==> src/rtl/ldm_pkg.sv <==
package ldm_pkg;
  localparam int DATA_W  = 32;
  localparam int PID_W   = 4;
  localparam int LID_W   = 8;
  localparam int FMT_W   = 4;
  localparam int GRP_W   = LID_W / 2;
  localparam int LID_LSB = DATA_W - LID_W;
  localparam int FMT_LSB = DATA_W - FMT_W;

  typedef enum logic [1:0] {
    SEL_PID  = 2'd0,
    SEL_LID  = 2'd1,
    SEL_FMT  = 2'd2,
    SEL_NONE = 2'd3
  } cfg_sel_e;

  localparam logic [FMT_W-1:0] FMT_BITMAP = '1;
endpackage

==> src/rtl/ldm_rst_sync.sv <==
module ldm_rst_sync (
  input  logic clk,
  input  logic rst_n,
  output logic rst_sync_n
);
  logic [1:0] sync_q;

  always_ff @(posedge clk or negedge rst_n) begin
    if (!rst_n) sync_q <= 2'b00;
    else        sync_q <= {sync_q[0], 1'b1};
  end

  assign rst_sync_n = sync_q[1];
endmodule

==> src/rtl/ldm_cfg_regs.sv <==
module ldm_cfg_regs
  import ldm_pkg::*;
#(
  parameter logic [PID_W-1:0] RESET_PID = '0
) (
  input  logic              clk,
  input  logic              rst_n,
  input  logic              cfg_we,
  input  logic [1:0]        cfg_sel,
  input  logic [DATA_W-1:0] cfg_wdata,
  output logic [DATA_W-1:0] cfg_rdata,
  output logic [PID_W-1:0]  pid,
  output logic [LID_W-1:0]  lid,
  output logic [FMT_W-1:0]  fmt
);
  logic [PID_W-1:0] pid_q, pid_d;
  logic [LID_W-1:0] lid_q, lid_d;
  logic [FMT_W-1:0] fmt_q, fmt_d;
  logic             pid_en, lid_en, fmt_en;
  cfg_sel_e         sel;
  logic             unused_wdata;

  assign sel          = cfg_sel_e'(cfg_sel);
  assign unused_wdata = ^cfg_wdata[LID_LSB-1:PID_W];

  // Clock enables per field
  always_comb begin
    pid_en = cfg_we && (sel == SEL_PID);
    lid_en = cfg_we && (sel == SEL_LID);
    fmt_en = cfg_we && (sel == SEL_FMT);
  end

  // Next-state
  always_comb begin
    pid_d = pid_q;
    lid_d = lid_q;
    fmt_d = fmt_q;
    if (pid_en) pid_d = cfg_wdata[PID_W-1:0];
    if (lid_en) lid_d = cfg_wdata[DATA_W-1:LID_LSB];
    if (fmt_en) fmt_d = cfg_wdata[DATA_W-1:FMT_LSB];
  end

  // Registers
  always_ff @(posedge clk or negedge rst_n) begin
    if (!rst_n) begin
      pid_q <= RESET_PID;
      lid_q <= '0;
      fmt_q <= FMT_BITMAP;
    end else begin
      pid_q <= pid_d;
      lid_q <= lid_d;
      fmt_q <= fmt_d;
    end
  end

  // Read mux
  always_comb begin
    cfg_rdata = '0;
    unique case (sel)
      SEL_PID:  cfg_rdata[PID_W-1:0]        = pid_q;
      SEL_LID:  cfg_rdata[DATA_W-1:LID_LSB] = lid_q;
      SEL_FMT:  cfg_rdata[DATA_W-1:FMT_LSB] = fmt_q;
      SEL_NONE: cfg_rdata                   = '0;
    endcase
  end

  assign pid = pid_q;
  assign lid = lid_q;
  assign fmt = fmt_q;

  AST_LID_WRITE: assert property (@(posedge clk) disable iff (!rst_n)
    (cfg_we && cfg_sel == 2'd1) |=> (lid_q == $past(cfg_wdata[DATA_W-1:LID_LSB])));
  AST_UNUSED_SEL_HOLDS: assert property (@(posedge clk) disable iff (!rst_n)
    (cfg_we && cfg_sel == 2'd3) |=> $stable({pid_q, lid_q, fmt_q}));
endmodule

==> src/rtl/ldm_match.sv <==
module ldm_match
  import ldm_pkg::*;
(
  input  logic             msg_logical,
  input  logic [LID_W-1:0] msg_dest,
  input  logic [PID_W-1:0] pid,
  input  logic [LID_W-1:0] lid,
  input  logic [FMT_W-1:0] fmt,
  output logic             hit
);
  logic [LID_W-1:0] overlap;
  logic             phys_hit, bitmap_hit, grp_hit;
  logic             grp_same, grp_bcast, member_hit;

  genvar b;
  generate
    for (b = 0; b < LID_W; b++) begin : g_overlap
      assign overlap[b] = msg_dest[b] & lid[b];
    end
  endgenerate

  always_comb begin
    phys_hit   = (msg_dest[PID_W-1:0] == pid) || (msg_dest[PID_W-1:0] == '1);
    bitmap_hit = |overlap;
    grp_same   = (msg_dest[LID_W-1:GRP_W] == lid[LID_W-1:GRP_W]);
    grp_bcast  = (msg_dest[LID_W-1:GRP_W] == '1);
    member_hit = |overlap[GRP_W-1:0];
    grp_hit    = (grp_same || grp_bcast) && member_hit;
    if (!msg_logical)           hit = phys_hit;
    else if (fmt == FMT_BITMAP) hit = bitmap_hit;
    else                        hit = grp_hit;
  end
endmodule

==> src/rtl/ldm_unit.sv <==
module ldm_unit
  import ldm_pkg::*;
#(
  parameter logic [PID_W-1:0] RESET_PID = '0
) (
  input  logic        clk,
  input  logic        rst_n,
  input  logic        cfg_we,
  input  logic [1:0]  cfg_sel,
  input  logic [31:0] cfg_wdata,
  output logic [31:0] cfg_rdata,
  input  logic        msg_valid,
  input  logic        msg_logical,
  input  logic [7:0]  msg_dest,
  output logic        accept
);
  logic             rst_sync_n;
  logic [PID_W-1:0] pid;
  logic [LID_W-1:0] lid;
  logic [FMT_W-1:0] fmt;
  logic             hit;
  logic             accept_q, accept_d;

  ldm_rst_sync u_rst (
    .clk        (clk),
    .rst_n      (rst_n),
    .rst_sync_n (rst_sync_n)
  );

  ldm_cfg_regs #(.RESET_PID(RESET_PID)) u_regs (
    .clk       (clk),
    .rst_n     (rst_sync_n),
    .cfg_we    (cfg_we),
    .cfg_sel   (cfg_sel),
    .cfg_wdata (cfg_wdata),
    .cfg_rdata (cfg_rdata),
    .pid       (pid),
    .lid       (lid),
    .fmt       (fmt)
  );

  ldm_match u_match (
    .msg_logical (msg_logical),
    .msg_dest    (msg_dest),
    .pid         (pid),
    .lid         (lid),
    .fmt         (fmt),
    .hit         (hit)
  );

  always_comb accept_d = msg_valid && hit;

  always_ff @(posedge clk or negedge rst_sync_n) begin
    if (!rst_sync_n) accept_q <= 1'b0;
    else             accept_q <= accept_d;
  end

  assign accept = accept_q;

  AST_IDLE_NO_ACCEPT: assert property (@(posedge clk) disable iff (!rst_sync_n)
    !msg_valid |=> !accept);
  AST_PHYS_BCAST: assert property (@(posedge clk) disable iff (!rst_sync_n)
    (msg_valid && !msg_logical && msg_dest[3:0] == 4'hF) |=> accept);
  AST_ZERO_LID_NO_HIT: assert property (@(posedge clk) disable iff (!rst_sync_n)
    (msg_valid && msg_logical && lid == '0) |=> !accept);
  AST_GROUP_MISS: assert property (@(posedge clk) disable iff (!rst_sync_n)
    (msg_valid && msg_logical && fmt != 4'hF && msg_dest[7:4] != lid[7:4]
     && msg_dest[7:4] != 4'hF) |=> !accept);
endmodule

==> config.mk <==
export PLATFORM = sky130hd
export DESIGN_NAME = ldm_unit
export DESIGN_NICKNAME = d
export VERILOG_FILES = /design/src/rtl/ldm_pkg.sv /design/src/rtl/ldm_rst_sync.sv /design/src/rtl/ldm_cfg_regs.sv /design/src/rtl/ldm_match.sv /design/src/rtl/ldm_unit.sv
export SDC_FILE = /design/constraint.sdc
export NUM_CORES = 1
export LEC_CHECK = 0
export BUFFER_PORTS_ARGS = -buffer_cell sky130_fd_sc_hd__clkbuf_2
export CAP_MARGIN = 20
export CORE_MARGIN = 2
export CORE_UTILIZATION = 37
export CTS_CLUSTER_DIAMETER = 30
export DETAILED_ROUTE_END_ITERATION = 12
export GPL_TIMING_DRIVEN = 1
export HOLD_SLACK_MARGIN = 0.05
export PLACE_DENSITY = 0.76
export SLEW_MARGIN = 40
export SYNTH_ARGS = -nofsm -noshare
export SYNTH_HDL_FRONTEND = slang
export SYNTH_HIERARCHICAL = 1
export SYNTH_SLANG_ARGS = --single-unit
==> constraint.sdc <==
create_clock -name clk -period 0.8 [get_ports clk]
set_clock_uncertainty 0.15 [all_clocks]
set_input_delay 0.04 -clock clk [delete_from_list [all_inputs] [get_ports clk]]
set_output_delay 0.04 -clock clk [all_outputs]
set_load 0.05 [all_outputs]
* Yosys cells after proc, flatten, opt, wreduce, memory -nomap -nowiden
Index checks and enable logic that the tools add are counted.
** Cells by class
- $add $sub $neg :: 0
- Multiply operators :: 0
- Divide/modulo/power cells :: 0
- Magnitude comparators :: 0
- Equality and inequality tests :: 7
- Shifts and indexed selects :: 0
- Multiplexer cells :: 5
- Bitwise logic cells :: 8
- Reductions and logical operators :: 10
** Operator list (count)
- $eq 4x4->1 const B :: 3
- $and 1x1->1 :: 8
- $eq 4x4->1 :: 2
- $mux 4 :: 2
- $pmux 4 s2 :: 1
- $reduce_or 8->1 :: 1
- $logic_and 1x1->1 :: 5
- $reduce_or 4->1 :: 1
- $eq 2x1->1 const B :: 1
- $eq 2x2->1 const B :: 1
- $logic_not 2->1 :: 1
- $logic_or 1x1->1 :: 2
- $mux 1 :: 2
** Storage, ports and cells
- Flip-flop bits (word level) :: 19
- Bits in latches :: 0
- Bits in writable memories :: 0
- Memory bits (read-only) :: 0
- Bits of input ports :: 47
- Output and inout bits :: 33
- Logic and storage cells :: 35
- Memories kept :: 0

* Logic depth before layout (Yosys ltp)
Gate-level depths: netlist of run 1.
- Depth after elaboration :: 6
- Gate-level depth with buffers :: 5
- Depth with buffers taken out :: 5

* Modules after synthesis
The synthesis of run 1 kept the hierarchy.
** By module, submodules not included
- ldm_cfg_regs :: times used 1, cells each 78, area an instance 915.9 um2, seq. area each 405.4 um2
- ldm_match :: times used 1, cells each 19, area an instance 163.9 um2, seq. area each 0.0 um2
- ldm_rst_sync :: times used 1, cells each 3, area an instance 53.8 um2, seq. area each 50.0 um2
- ldm_unit :: times used 1, cells each 2, area an instance 31.3 um2, seq. area each 25.0 um2

* Worst setup path before layout of run 1
Ideal clock, no wire load.
- Path kind :: register -> register
- Start point :: reg u_regs.lid_q[5], in the netlist u_regs/lid[5]
- End point :: reg accept_q, in the netlist accept
- Setup time :: 0.066 ns
- Data arrival time :: 1.564 ns
- Required time :: 0.584 ns
- Slack :: -0.980 ns
- Cell stages (with the launch flop) :: 6
- Buffers on the path :: 0
- Clock period less this slack :: 1.780 ns
- Path through :: dfrtp_1 > ha_1 > or4_1 > a32oi_1 > a2bb2oi_1 > and2_1
** Between the ends
- Word-level cells in the longest chain between the ends :: 6
- Elaborated cells on any way between the ends :: 8
- Classes of those cells :: eq/ne: 1; mux: 2; bitwise: 1; reduce/logical: 4
** RTL lines
- from (decl) :: line ldm_cfg_regs.sv:17 : logic [LID_W-1:0] lid_q, lid_d;
- from (signal assigned) :: line ldm_cfg_regs.sv:51 : lid_q <= lid_d;
- $eq 4x4->1 :: line ldm_match.sv:25 : grp_same = (msg_dest[LID_W-1:GRP_W] == lid[LID_W-1:GRP_W]);
- $logic_or 1x1->1 :: line ldm_match.sv:28 : grp_hit = (grp_same || grp_bcast) && member_hit;
- $logic_and 1x1->1 :: line ldm_match.sv:28
- $mux 1 * :: line ldm_match.sv:30 : else if (fmt == FMT_BITMAP) hit = bitmap_hit;
- $mux 1 * :: line ldm_match.sv:29 : if (!msg_logical) hit = phys_hit;
- net hit :: line ldm_unit.sv:21 : logic hit;
- $logic_and 1x1->1 * :: line ldm_unit.sv:51 : always_comb accept_d = msg_valid && hit;
- net accept_d :: line ldm_unit.sv:22 : logic accept_q, accept_d;
- to (signal assigned) :: line ldm_unit.sv:55 : else accept_q <= accept_d;
- to (decl) :: line ldm_unit.sv:22
Mark *: on every way through the listed nets, which the timed path passes. The rest lies on a longest branch.
A chain may end at the register's enable or synchronous reset.

* Worst setup path in the final report of run 1
Same ends and word-level chain as after synthesis.

==> impl_metrics.tcl, run 1 <==
set metrics [dict create \
    port_buffers 39 \
    h-tree-depth 1 \
    die_w_um 60.1 \
    yosys_register_bits 19 \
    max_stage_delay_ns 0.55 \
    grt_pass1_wl_mm 4.49 \
    setup-tns-final_ns -11.58 \
    drv_cap 0 \
    cts_buffers 3 \
    fin_nets 224 \
    postSynthAreaPerCell_sq_um 11.4 \
    slowest_stage "or4_4" \
    grt_max_degree 18 \
    place_inst 202 \
    drt_pass1_iterations 4 \
    seq_area_frac_synth 0.412 \
    vias 957 \
    final.min_clock_period_ns 1.91 \
    cts.path.max_buffers 2 \
    routed_wl_mm 2.94 \
    critPathLaunchType "register" \
    report.final.hold_viol_count 18 \
    die-area_sq_um 3610 \
    drc 0 \
    crit_type "reg -> reg" \
    ant_nets 0 \
    hpwl_mm 2.15 \
    worst_slack_ns -1.11 \
    finalCritPeriodShare 2.39 \
    track_usage 0.170 \
    syn2layout_area_growth_pct 75.5 \
    leakage_nw 1.01 \
    clockRootBuffer "clkbuf_4" \
    hold_ws_ns -0.186 \
    endpoint_kind "register" \
    initial_utilization 0.385 \
    total_power_w 0.00360 \
    grt_pass1_vias 955 \
    cp_max_fo 2 \
    vias_per_cell 4.49 \
    final_layout_size_suffix_gt1_frac 0.675 \
    synth_area_sq_um 1160 \
    io_pins 80 \
    detail_route.wl_per_cell_um 13.8 \
    antenna_found_initial 0 \
    highest_layer "met3" \
    yosys_warnings 6 \
    cts_tree "yes" \
    yosys-top-cells-area "dfrtp_1, mux2_2, buf_4" \
    violations "negative hold slack, negative setup slack" \
    dieHeight_um 60.1 \
    dr_wl_met3_um 172 \
    slew_viol_final 0 \
    status "finished, violations left" \
    wl_met2_mm 1.55 \
    setup_violations 30 \
    synth.top_cell.area_share 0.322 \
    grt_overflow 0 \
    clkSinkCount 19 \
    gp_congestion 0.792 \
    rsz0062_at_grt "yes" \
    synth_area_leader_cell "dfrtp_1" \
    rows 20 \
    critPathRequiredTime_ns 0.90 \
    ir_drop_mv 1.08 \
    drt_iter0_markers 11 \
    clock_latency_ns 0.29 \
    worstPathArrival_ns 2.01 \
    netlist_instances 102 \
    crit_chain "ha_1 > or4_4 > a32oi_2 > a2bb2oi_2 > and2_1" \
    yosysUniqueCellTypes 20 \
    instances_no_fill 213 \
    ctsHoldBuffers 2 \
    achievable-frequency_mhz 523 \
    path_clk_slew_ns 0.11 \
    core_area_sq_um 3030 \
    hold_class "in -> reg" \
    power.density_nw_per_um2 1760 \
    final_core_util 0.675 \
    num_antenna_cells 0 \
    wl_met1_mm 1.22 \
]
==> repair_timing <==
item | 4_1_cts | 5_1_grt
setup endpoints to repair | 30 | 30
pin swaps | 11 | 3
endpoints found under the hold margin | 27 | 19
setup buffers | 7 | 7
gates resized for setup | 36 | 14
==> worst paths after layout <==
path | startpoint | end | slack [ns] | cells past startpoint
min | cfg_wdata[0] | u_regs/pid[0] | -0.19 | 2
max | u_regs/lid[5] | accept | -1.11 | 5
min in group asynchronous | rst_n | u_rst/sync_q[1] | -0.11 | 2
max in group asynchronous | u_rst/sync_q[1] | u_regs/fmt[1] | 0.24 | 1
max reg2reg | u_regs/lid[5] | accept | -1.11 | 5
min reg2reg | u_rst/sync_q[1] | u_regs/lid[3] | 0.04 | 1
==> synth_stat cells, drive strengths merged <==
library cell / n
a22oi: 6
a2bb2oi: 1
a32oi: 1
a41oi: 1
and2: 9
buf: 21
conb: 2
dfrtp: 15
dfstp: 4
ha: 7
inv: 2
mux2: 16
nand2: 3
nand4: 3
nor2b: 4
nor4: 1
o21ai: 1
or4: 1
xnor2: 4
==> layout make-up <==
cell class,instances,area [sq um]
clock buffers,3,22.5
fillers,243,983
inverters,2,22.5
multi-input cells,79,796
flip-flops and latches,19,480
clock inverters,1,5.00
repair buffers,65,663
well taps,44,55.1
==> power by group <==
part           internal (W)  switching [W]
combinational      0.000988       0.000824
sequential          0.00115       0.000144
clock              0.000186       0.000303
total               0.00233        0.00127
==> registers in the layout, summed over array words and instances, names as in the netlist <==
register,count
u_regs/pid,4
accept,1
u_rst/sync_q,2
u_regs/lid,8
u_regs/fmt,4
==> cell usage in the layout (no fill, tap or decap), drive strengths merged, types with 4 or more instances in the layout <==
cell,n
clkbuf,33
buf,33
conb,21
mux2,16
dfrtp,15
and2,9
ha,7
a22oi,6
xnor2,4
nor2b,4
dfstp,4
==> routing by layer <==
metal | track usage | up-vias
met5 | 0 | -
met4 | 0.00952 | 0
met3 | 0.0476 | 0
met2 | 0.298 | 45
met1 | 0.216 | 463
li1 | - | 449
==> worst max-delay path, delay by kind of cell (launching register included) <==
| family | cells | cell delay (ns) |
|---|---|---|
| and+or+nand+nor | 2 | 0.68 |
| DFF | 1 | 0.40 |
| adders and majority gates | 1 | 0.29 |
| AOI/OAI and AO/OA | 2 | 0.35 |
==> stage by stage <==
stage / worst slack [ns] / cell area [sq um]
final: -1.11 / 2040
after global routing: -1.16 / 2040
after CTS: -1.14 / 2010
after detailed placement: -1.14 / 1750
after global placement: -1.04 / 1750
after floorplan: -0.980 / 1430
==> kinds of logic (layout without fill, tap and decap cells) <==
family,after synthesis,after routing,synth area share
adders and majority gates,7,7,0.0752
muxes,16,16,0.155
xor gates and xnor gates,4,4,0.0301
AOI/OAI and AO/OA,10,10,0.0655
other,2,21,0.00645
DFF,19,19,0.412
buffers and inverters,23,71,0.142
and+or+nand+nor,21,21,0.114
Power figures use the tool's default switching activity.
==> inputs of run 2 (changes only) <==
--- a/config.mk
+++ b/config.mk
@@ -8,12 +8,12 @@
 export BUFFER_PORTS_ARGS = -buffer_cell sky130_fd_sc_hd__clkbuf_2
 export CAP_MARGIN = 20
 export CORE_MARGIN = 2
-export CORE_UTILIZATION = 37
+export CORE_UTILIZATION = 42
 export CTS_CLUSTER_DIAMETER = 30
 export DETAILED_ROUTE_END_ITERATION = 12
 export GPL_TIMING_DRIVEN = 1
 export HOLD_SLACK_MARGIN = 0.05
-export PLACE_DENSITY = 0.76
+export PLACE_DENSITY = 0.81
 export SLEW_MARGIN = 40
 export SYNTH_ARGS = -nofsm -noshare
 export SYNTH_HDL_FRONTEND = slang
==> constraint.sdc (replaced) <==
create_clock -name clk -period 2.3 [get_ports clk]
set_clock_uncertainty 0.15 [all_clocks]
set_input_delay 0.115 -clock clk [delete_from_list [all_inputs] [get_ports clk]]
set_output_delay 0.115 -clock clk [all_outputs]
set_load 0.05 [all_outputs]
==> impl_metrics.tcl, run 2 (synthesis gave the netlist of run 1 again) <==
set metrics [dict create \
    report.final.hold_viol_count 0 \
    worstMarginPinSlew_ns 0.669 \
    setup-tns-final_ns 0 \
    cts_setup_buffers 0 \
    final_cell_mix "clkbuf_2, conb_1, mux2_2" \
    clkSinkCount 19 \
    critPathLaunchType "register" \
    max_stage_delay_ns 0.52 \
    h-tree-depth 1 \
    ir_drop_mv 0.461 \
    leakage_nw 0.745 \
    cts_buffers 3 \
    vias_per_cell 4.70 \
    die_w_um 56.7 \
    hold_class "in -> reg" \
    grt_pass1_vias 924 \
    finalCritPeriodShare 0.820 \
    largest_register_ffs 8 \
    instances_no_fill 189 \
    initial_utilization 0.434 \
    num_antenna_cells 0 \
    final_common_cell "clkbuf_2" \
    core_area_sq_um 2690 \
    antenna_found_initial 0 \
    grt_max_degree 18 \
    routed_wl_mm 2.31 \
    rsz0062_at_grt "no" \
    setup_violations 0 \
    io_pins 80 \
    gp_congestion 0.787 \
    clock_latency_ns 0.29 \
    max_slew_margin 0.554 \
    ant_nets 0 \
    track_usage 0.156 \
    endpoint_kind "register" \
    final.min_clock_period_ns 1.89 \
    cp_max_fo 3 \
    drc 0 \
    drt_pass1_iterations 4 \
    crit_chain "ha_1 > or4_1 > a32oi_1 > a2bb2oi_1 > and2_1" \
    drt_iter0_markers 9 \
    dieHeight_um 56.7 \
    status "completed" \
    final_core_util 0.555 \
    fin_nets 213 \
    crit_buf_inv 0 \
    slowest_stage "or4_1" \
    power.density_nw_per_um2 637 \
    path_clk_slew_ns 0.10 \
    cts_resized 0 \
    slew_viol_final 0 \
    detail_route.wl_per_cell_um 12.2 \
    place_inst 170 \
    die-area_sq_um 3210 \
    rows 19 \
    grt_overflow 0 \
    critPathRequiredTime_ns 2.39 \
    hpwl_mm 1.81 \
    drv_cap 0 \
    grt_pass1_wl_mm 3.87 \
    cts.path.max_buffers 2 \
    worstPathArrival_ns 1.98 \
    achievable-frequency_mhz 530 \
    crit_type "reg -> reg" \
    vias 888 \
    port_buffers 39 \
    syn2layout_area_growth_pct 27.9 \
    path_delay_family "simple AND/OR/NAND/NOR gates" \
    final_layout_size_suffix_gt1_frac 0.405 \
    cts_tree "yes" \
    hold_ws_ns 0.0720 \
    clockRootBuffer "clkbuf_4" \
]
run 2: worst paths after layout:
path / to / slack (ns) / cells past startpoint / from
worst min-delay path: accept / 0.07 / 4 / msg_logical
worst max register to register: accept / 0.41 / 5 / u_regs/lid[5]
min in group asynchronous: u_regs/lid[6] / 0.13 / 0 / u_rst/sync_q[1]
max in group asynchronous: u_rst/sync_q[1] / 1.37 / 3 / rst_n
worst min register to register: u_regs/lid[6] / 0.13 / 0 / u_rst/sync_q[1]
worst max-delay path: accept / 0.41 / 5 / u_regs/lid[5]
run 2: worst reg2reg max path: stages, from the launching register on:
cell,delay [ns]
dfrtp_1,0.42
ha_1,0.28
or4_1,0.52
a32oi_1,0.19
a2bb2oi_1,0.16
and2_1,0.12
run 2: where the power goes:
group          switching [W]  total [W]  internal, W
logic               0.000208   0.000338     0.000130
registers          0.0000490   0.000450     0.000401
clock network      0.0000977   0.000162    0.0000647
run 2: final cells by class:
| cell class | count | area (sq um) |
|---|---|---|
| clock buffer | 3 | 22.5 |
| clock inverter | 1 | 5.00 |
| fill | 244 | 1200 |
| inverter | 2 | 7.51 |
| multi-input combinational | 79 | 591 |
| sequential | 19 | 480 |
| tap | 31 | 38.8 |
| timing repair buffer | 54 | 345 |
run 2: repair_timing:
item	CTS	global route
hold buffers	15	0
setup endpoints to repair	0	0
hold endpoints to repair	19	0
run 2: layer usage:
| metal | track usage | up-vias | part of all wire |
|---|---|---|---|
| li1 | - | 428 | - |
| met1 | 0.180 | 405 | 0.42 |
| met2 | 0.281 | 55 | 0.48 |
| met3 | 0.0392 | 0 | 0.094 |
| met4 | 0.0476 | 0 | 0 |
| met5 | 0 | - | 0 |
run 2: stage by stage:
step | power [W] | setup WS (ns) | area [sq um]
6_report | 0.000950 | 0.413 | 1490
2_1_floorplan | 0.000722 | 0.520 | 1240
4_1_cts | 0.000961 | 0.415 | 1490
3_5_place_dp | 0.000774 | 0.448 | 1310
5_1_grt | 0.00101 | 0.376 | 1490
3_3_place_gp | 0.000763 | 0.451 | 1310
